<file path="src/rtl/dlt_pkg.sv">
package dlt_pkg;

  typedef enum logic [1:0] {
    ST_IDLE = 2'd0,
    ST_RUN  = 2'd1,
    ST_DONE = 2'd2
  } run_st_e;

  localparam logic [2:0] TS_EDGE_L1  = 3'd1;
  localparam logic [2:0] TS_EDGE_L0  = 3'd2;
  localparam logic [2:0] TS_BLOCK_L0 = 3'd3;
  localparam logic [2:0] TS_WALK_L0  = 3'd4;
  localparam logic [2:0] TS_WALK_L1  = 3'd5;

  // Columns lit by the block-border scenario
  localparam int unsigned BLK_C0 = 0;
  localparam int unsigned BLK_C1 = 63;
  localparam int unsigned BLK_C2 = 64;
  localparam int unsigned BLK_C3 = 127;
  localparam int unsigned BLK_C4 = 128;

  function automatic logic sel_valid(input logic [2:0] s);
    return (s >= TS_EDGE_L1) && (s <= TS_WALK_L1);
  endfunction

  function automatic logic sel_walk(input logic [2:0] s);
    return (s == TS_WALK_L0) || (s == TS_WALK_L1);
  endfunction

endpackage

</file>
<file path="src/rtl/dlt_rst_sync.sv">
module dlt_rst_sync (
  input  logic clk,
  input  logic rst_n_i,
  output logic rst_n_o
);

  logic [1:0] sync_q;

  always_ff @(posedge clk or negedge rst_n_i) begin
    if (!rst_n_i) begin
      sync_q <= 2'b00;
    end else begin
      sync_q <= {sync_q[0], 1'b1};
    end
  end

  assign rst_n_o = sync_q[1];

endmodule

</file>
<file path="src/rtl/dlt_seq_ctrl.sv">
module dlt_seq_ctrl
  import dlt_pkg::*;
#(
  parameter  int unsigned LINE_W       = 960,
  parameter  int unsigned FRAMES_FIXED = 5000,
  parameter  int unsigned FRAMES_WALK  = 500,
  localparam int unsigned FRM_MAX      = (FRAMES_FIXED > FRAMES_WALK) ? FRAMES_FIXED : FRAMES_WALK,
  localparam int unsigned CNT_W        = $clog2(FRM_MAX + 1),
  localparam int unsigned POS_W        = $clog2(LINE_W)
) (
  input  logic             clk,
  input  logic             rst_n,
  input  logic             start_i,
  input  logic [2:0]       sel_i,
  output logic             run_o,
  output logic             idx_o,
  output logic [2:0]       sel_o,
  output logic [POS_W-1:0] pos_o,
  output logic             done_o
);

  run_st_e          st_q, st_d;
  logic [2:0]       sel_q, sel_d;
  logic [CNT_W-1:0] frm_q, frm_d;
  logic             idx_q, idx_d;
  logic [POS_W-1:0] pos_q, pos_d;
  logic             en;
  logic [CNT_W-1:0] last_frm;
  logic             running;

  assign running  = (st_q == ST_RUN);
  assign last_frm = sel_walk(sel_q) ? CNT_W'(FRAMES_WALK - 1) : CNT_W'(FRAMES_FIXED - 1);
  assign en       = start_i | running;

  // Next-state logic
  always_comb begin
    st_d  = st_q;
    sel_d = sel_q;
    frm_d = frm_q;
    idx_d = idx_q;
    pos_d = pos_q;
    if (start_i) begin
      sel_d = sel_i;
      frm_d = '0;
      idx_d = 1'b0;
      pos_d = '0;
      st_d  = sel_valid(sel_i) ? ST_RUN : ST_DONE;
    end else if (running) begin
      if (!idx_q) begin
        idx_d = 1'b1;
      end else begin
        idx_d = 1'b0;
        if (frm_q == last_frm) begin
          st_d = ST_DONE;
        end else begin
          frm_d = frm_q + CNT_W'(1);
          pos_d = (pos_q == POS_W'(LINE_W - 1)) ? '0 : pos_q + POS_W'(1);
        end
      end
    end
  end

  // State registers
  always_ff @(posedge clk or negedge rst_n) begin
    if (!rst_n) begin
      st_q  <= ST_IDLE;
      sel_q <= 3'd0;
      frm_q <= '0;
      idx_q <= 1'b0;
      pos_q <= '0;
    end else if (en) begin
      st_q  <= st_d;
      sel_q <= sel_d;
      frm_q <= frm_d;
      idx_q <= idx_d;
      pos_q <= pos_d;
    end
  end

  assign run_o  = running;
  assign idx_o  = idx_q;
  assign sel_o  = sel_q;
  assign pos_o  = pos_q;
  assign done_o = (st_q == ST_DONE);

  AST_IDX_TOGGLE: assert property (@(posedge clk) disable iff (!rst_n)
    (running && !idx_q && !start_i) |=> (running && idx_q));

  AST_POS_RANGE: assert property (@(posedge clk) disable iff (!rst_n)
    running |-> (pos_q <= POS_W'(LINE_W - 1)));

  AST_FRM_BOUND: assert property (@(posedge clk) disable iff (!rst_n)
    running |-> (frm_q <= last_frm));

  AST_LAST_DONE: assert property (@(posedge clk) disable iff (!rst_n)
    (running && idx_q && (frm_q == last_frm) && !start_i) |=> (st_q == ST_DONE));

  AST_DONE_HOLD: assert property (@(posedge clk) disable iff (!rst_n)
    ((st_q == ST_DONE) && !start_i) |=> (st_q == ST_DONE));

  AST_BAD_SEL_DONE: assert property (@(posedge clk) disable iff (!rst_n)
    (start_i && !sel_valid(sel_i)) |=> (st_q == ST_DONE));

endmodule

</file>
<file path="src/rtl/dlt_walk_dec.sv">
module dlt_walk_dec #(
  parameter  int unsigned LINE_W = 960,
  localparam int unsigned POS_W  = $clog2(LINE_W)
) (
  input  logic [POS_W-1:0]  pos_i,
  output logic [LINE_W-1:0] hot_o
);

  for (genvar b = 0; b < LINE_W; b++) begin : g_col
    assign hot_o[b] = (pos_i == POS_W'(b));
  end

endmodule

</file>
<file path="src/rtl/dlt_line_build.sv">
module dlt_line_build
  import dlt_pkg::*;
#(
  parameter int unsigned LINE_W = 960
) (
  input  logic              run_i,
  input  logic              idx_i,
  input  logic [2:0]        sel_i,
  input  logic [LINE_W-1:0] hot_i,
  output logic [LINE_W-1:0] line_o
);

  logic edge_on, blk_on, walk_on;

  // Per-line enables of the three pattern families
  always_comb begin
    edge_on = 1'b0;
    blk_on  = 1'b0;
    walk_on = 1'b0;
    if (run_i) begin
      unique case (sel_i)
        TS_EDGE_L1:  edge_on = idx_i;
        TS_EDGE_L0:  edge_on = !idx_i;
        TS_BLOCK_L0: blk_on  = !idx_i;
        TS_WALK_L0:  walk_on = !idx_i;
        TS_WALK_L1:  walk_on = idx_i;
        default:     ;
      endcase
    end
  end

  for (genvar b = 0; b < LINE_W; b++) begin : g_col
    localparam bit IS_EDGE = (b == 0) || (b == LINE_W - 1);
    localparam bit IS_BLK  = (b == BLK_C0) || (b == BLK_C1) || (b == BLK_C2) ||
                             (b == BLK_C3) || (b == BLK_C4);
    assign line_o[b] = (edge_on & IS_EDGE) | (blk_on & IS_BLK) | (walk_on & hot_i[b]);
  end

endmodule

</file>
<file path="src/rtl/dlt_pattern_gen.sv">
module dlt_pattern_gen
  import dlt_pkg::*;
#(
  parameter  int unsigned LINE_W       = 960,
  parameter  int unsigned FRAMES_FIXED = 5000,
  parameter  int unsigned FRAMES_WALK  = 500,
  localparam int unsigned POS_W        = $clog2(LINE_W)
) (
  input  logic              clk,
  input  logic              rst_n,
  input  logic [2:0]        test_sel_i,
  input  logic              start_i,
  output logic [LINE_W-1:0] line_o,
  output logic              line_idx_o,
  output logic              frm_vld_o,
  output logic              done_o
);

  logic             rst_n_s;
  logic             run;
  logic             idx;
  logic [2:0]       sel;
  logic [POS_W-1:0] pos;
  logic [LINE_W-1:0] hot;

  dlt_rst_sync i_rst_sync (
    .clk     (clk),
    .rst_n_i (rst_n),
    .rst_n_o (rst_n_s)
  );

  dlt_seq_ctrl #(
    .LINE_W       (LINE_W),
    .FRAMES_FIXED (FRAMES_FIXED),
    .FRAMES_WALK  (FRAMES_WALK)
  ) i_seq_ctrl (
    .clk     (clk),
    .rst_n   (rst_n_s),
    .start_i (start_i),
    .sel_i   (test_sel_i),
    .run_o   (run),
    .idx_o   (idx),
    .sel_o   (sel),
    .pos_o   (pos),
    .done_o  (done_o)
  );

  dlt_walk_dec #(
    .LINE_W (LINE_W)
  ) i_walk_dec (
    .pos_i (pos),
    .hot_o (hot)
  );

  dlt_line_build #(
    .LINE_W (LINE_W)
  ) i_line_build (
    .run_i  (run),
    .idx_i  (idx),
    .sel_i  (sel),
    .hot_i  (hot),
    .line_o (line_o)
  );

  assign frm_vld_o  = run;
  assign line_idx_o = run & idx;

  AST_IDLE_ZERO: assert property (@(posedge clk) disable iff (!rst_n_s)
    !frm_vld_o |-> (line_o == '0));

  AST_DONE_NO_VLD: assert property (@(posedge clk) disable iff (!rst_n_s)
    done_o |-> !frm_vld_o);

  AST_WALK_SINGLE: assert property (@(posedge clk) disable iff (!rst_n_s)
    (frm_vld_o && (((sel == TS_WALK_L0) && !line_idx_o) || ((sel == TS_WALK_L1) && line_idx_o)))
      |-> ($countones(line_o) == 1));

  AST_EDGE_PAIR: assert property (@(posedge clk) disable iff (!rst_n_s)
    (frm_vld_o && (((sel == TS_EDGE_L1) && line_idx_o) || ((sel == TS_EDGE_L0) && !line_idx_o)))
      |-> (line_o[0] && line_o[LINE_W-1] && ($countones(line_o) == 2)));

endmodule

</file>
<file path="config.mk">
export PLATFORM = sky130hd
export DESIGN_NAME = dlt_pattern_gen
export DESIGN_NICKNAME = d
export VERILOG_FILES = /design/src/rtl/dlt_pkg.sv /design/src/rtl/dlt_rst_sync.sv /design/src/rtl/dlt_seq_ctrl.sv /design/src/rtl/dlt_walk_dec.sv /design/src/rtl/dlt_line_build.sv /design/src/rtl/dlt_pattern_gen.sv
export SDC_FILE = /design/constraint.sdc
export NUM_CORES = 1
export LEC_CHECK = 0
export BUFFER_PORTS_ARGS = -buffer_cell sky130_fd_sc_hd__buf_2
export CAP_MARGIN = 20
export CELL_PAD_IN_SITES_DETAIL_PLACEMENT = 0
export CELL_PAD_IN_SITES_GLOBAL_PLACEMENT = 1
export CORE_AREA = 2 2 372 374
export DETAILED_ROUTE_END_ITERATION = 6
export DIE_AREA = 0 0 374 376
export PLACE_DENSITY_LB_ADDON = 0.1
export SYNTH_ARGS = -nofsm -noshare
export SYNTH_HDL_FRONTEND = slang
export SYNTH_SLANG_ARGS = --single-unit
</file>
<file path="constraint.sdc">
create_clock -name clk -period 2 [get_ports clk]
set_input_delay 0.2 -clock clk [delete_from_list [all_inputs] [get_ports clk]]
set_output_delay 0.2 -clock clk [all_outputs]
set_load 0.005 [all_outputs]
</file>
==> metrics.md <==
| Metric | Value |
|---|---|
| Slew margin rel. | between 40% and 50% |
| Drt initial violations | around 910 |
| Post-synth top area cell | nor2_1 |
| Gr usage total | around 15% |
| DRT Pass-1 Iters | 5 |
| Worst Hold Class | primary input to flop |
| Boundary Pins | ~970 |
| Synth Instances | 1542 |
| Critical path type | flop to output port |
| Port Buffers | 968 |
| CP Data Required Time | between 1.5 and 2 ns |
| Clk_lat worst skew | 0.28 ns |
| Largest net degree at the start of global routing | slightly below 50 |
| Endpoints failing hold | 0 |
| MaxCap Viol Count | 0 |
| Worst slew pin tran | 0.825 ns |
| Worst-case reg-to-reg path depth | 6 |
| Pwr dens | ~120 nW/um^2 |
| Area delta synth->final | 175% |
| Initial cell density of the core | under 10% |
| WHS Path Cells | 2 |
| # rows | 136 |
| Deepest clock path buffer count | 2 |
| CTS tree | built |
| Final clock skew | 0.00720 ns |
| Fmax | approximately 0.42 GHz |
| Die Y | between 300 and 400 um |
| Max FO, Critical Path | 21 |
| GRT overflow | 0 |
| Register area share after synthesis | 11.0% |
| H-tree depth | 2 |
| CTS Buf Count | 5 |
| Final Cell Area | between 15000 and 20000 um^2 |
| Post-synth EDFFs | 0 |
| CTS clock-pin slew for the worst setup and hold paths | 0.06 ns |
| VDD IR max | just over 0.4 mV |
| Vias per inst | 3.36 |
| Core area | around 140000 um^2 |
| Worst path arrival time | about 2.2 ns |
| Unique cell type count in the Yosys netlist | 54 |
| Critical Path Sink Type | output port |
| Initial antenna violation count | 3 |
| Root Buffer | clkbuf_16 |
| Placer Congestion | 0.822 |
| Tmin final | between 2 and 2.5 ns |
| P_leak | roughly 9.4 nW |
| PnR worst setup slack | -0.374 ns |
| Synth Register Bits | 31 |
| Power, Total | 0.00226 W |
| Synth warn | 0 |
| Die area | 141000 um^2 |
| Placed inst area | about 17000 um^2 |
| Area contributors post-synth | nor2_1, nand2_1, dfrtp_1 |
| Routed via count | ~15000 |
| Top-count cell post-synth | nor2_1 |
| DP Wirelength | just under 90000 um |
| Top cell type's share of synthesized area | 51.7% |
| Mean post-synth cell area | between 4 and 5 um^2 |
| First-pass GRT wire length | around 150000 um |
| Layout cells sized above 1 | ~56% |
| Fillers | 16152 |
| Synthesized Nets | approximately 1600 |
| Post-synthesis cell area | between 7000 and 8000 um^2 |
| Nets@finish | 2746 |
| Ys async rst share | 100% |
| DIE WIDTH | between 300 and 400 um |
| Final ANT Viol Nets | 0 |
| Commonest cells in the synthesized netlist | nor2_1, nand2_1, clkbuf_1 |
| Clk sink count | 31 |
| Vias in the first global route | around 15000 |
| Routed WL | between 100000 and 150000 um |
| Slew Limit Fails | 0 |
| Final setup vio count | approximately 970 |
| Crit share post-route | 119% |
| Run status | complete, but fails checks |
| RSZ-0062 raised after global routing | yes |
| Crit path launch type | flop |
| Top FF cell, synth | dfrtp_1 |
| DR WL/cell | around 25 um |
| Failing checks | setup timing |
| DRC violations left | 0 |
[cell usage in the layout, fill, tap and decap left out, drive strengths merged, types with 3 or more instances in the layout]
| cell | synthesis | routed |
|---|---|---|
| bufbuf | 0 | 4 |
| and4 | 3 | 3 |
| or3 | 4 | 4 |
| xor2 | 7 | 7 |
| buf | 63 | 1319 |
| clkinv | 1 | 3 |
| nand2b | 7 | 7 |
| nor3 | 12 | 12 |
| and2 | 15 | 15 |
| mux2 | 3 | 3 |
| clkbuf | 79 | 9 |
| nor4 | 4 | 4 |
| a311oi | 4 | 4 |
| ha | 5 | 5 |
| nor2 | 975 | 975 |
| inv | 9 | 9 |
| nand2 | 226 | 226 |
| nand4 | 5 | 5 |
| dfrtp | 31 | 31 |
| o31ai | 3 | 3 |
| nor2b | 7 | 7 |
| a21oi | 10 | 10 |
| and3 | 8 | 8 |
| nand3 | 22 | 22 |
| o21ai | 13 | 13 |
| or4 | 6 | 6 |
[what timing repair did]
| action | in CTS | in global routing |
|---|---|---|
| pin swaps | 54 | 6 |
| gates resized for setup | 286 | 73 |
| hold buffers | 1 | 0 |
| setup endpoints to repair | 962 | 974 |
| hold endpoints to repair | 2 | 0 |
| cloned | 19 | 4 |
| buffers inserted | 51 | 4 |
[stage by stage]
step / hold slack, ns / setup TNS, ns / util [%] / setup slack, ns / instances
2_1_floorplan: -0.0956 / 0 / - / 0.0640 / 1542
3_3_place_gp: -0.0130 / -69.39 / 12.3 / -0.451 / 4447
3_5_place_dp: -0.00765 / -66.26 / 12.3 / -0.474 / 4447
4_1_cts: 0.176 / -243.46 / 14.0 / -0.354 / 4524
5_1_grt: 0.187 / -307.74 / 14.2 / -0.419 / 4530
6_report: 0.183 / -207.13 / 14.2 / -0.374 / 4531
[report_power, final]
group          switching [W]  internal, W
Combinational       0.000390     0.000288
Sequential         0.0000171     0.000647
Clock               0.000330     0.000588
[final cells by class]
class	count	area [um^2]	share of cell area, %
clock buffer	5	125	0.644
inverter	10	40.0	0.206
multi-input combinational	1359	6510	33.5
tap	1794	2240	11.6
timing repair buffer	1328	9670	49.8
antenna	1	2.50	0.0129
clock inverter	3	43.8	0.225
sequential	31	787	4.05
[critical path: stages (launching register included)]
cell and delay, ns:
dfrtp_1 0.41, xor2_1 0.18, nor3_4 0.16, buf_12 0.15
buf_12 0.16, nand3_4 0.09, buf_12 0.17, nor2_1 0.29
buf_2 0.22
[metal layers]
metal | track usage [%] | part of all wire [%] | vias up
li1 | - | - | 7087
met1 | 18.5 | 42 | 7490
met2 | 27.8 | 52 | 561
met3 | 2.25 | 4.4 | 68
met4 | 2.09 | 1.6 | 4
met5 | 0 | 0.027 | -
[logic make-up after synthesis]
group                      after synthesis  synth area share (%)
AOI/OAI and AO/OA                       43                  4.19
buffers and inverters                  152                  9.13
xor gates and xnor gates                 8                 0.991
and+or+nand+nor                       1298                  73.2
adders and majority gates                5                 0.885
muxes                                    4                 0.619
other                                    1                0.0530
DFF                                     31                  11.0
[flip-flops by register name (all words and copies together), names as in the netlist]
name	cells
i_seq_ctrl.frm_q	13
i_seq_ctrl.pos_o	10
i_seq_ctrl.sel_o	3
i_seq_ctrl.st_q	2
i_seq_ctrl.idx_o	1
i_rst_sync.sync_q	2
[final timing paths]
kind,from,end,slack (ns)
worst max-delay path,i_seq_ctrl.sel_o[0],line_o[764],-0.37
worst min-delay path,test_sel_i[0],i_seq_ctrl.sel_o[0],0.18
worst max register to register,i_seq_ctrl.sel_o[1],i_seq_ctrl.pos_o[5],-0.11
worst min register to register,i_rst_sync.sync_q[1],i_seq_ctrl.frm_q[8],0.27
max in group asynchronous,i_rst_sync.sync_q[1],i_seq_ctrl.pos_o[6],1.38
min in group asynchronous,rst_n,i_rst_sync.sync_q[0],0.24
Power figures use the tool's default switching activity.
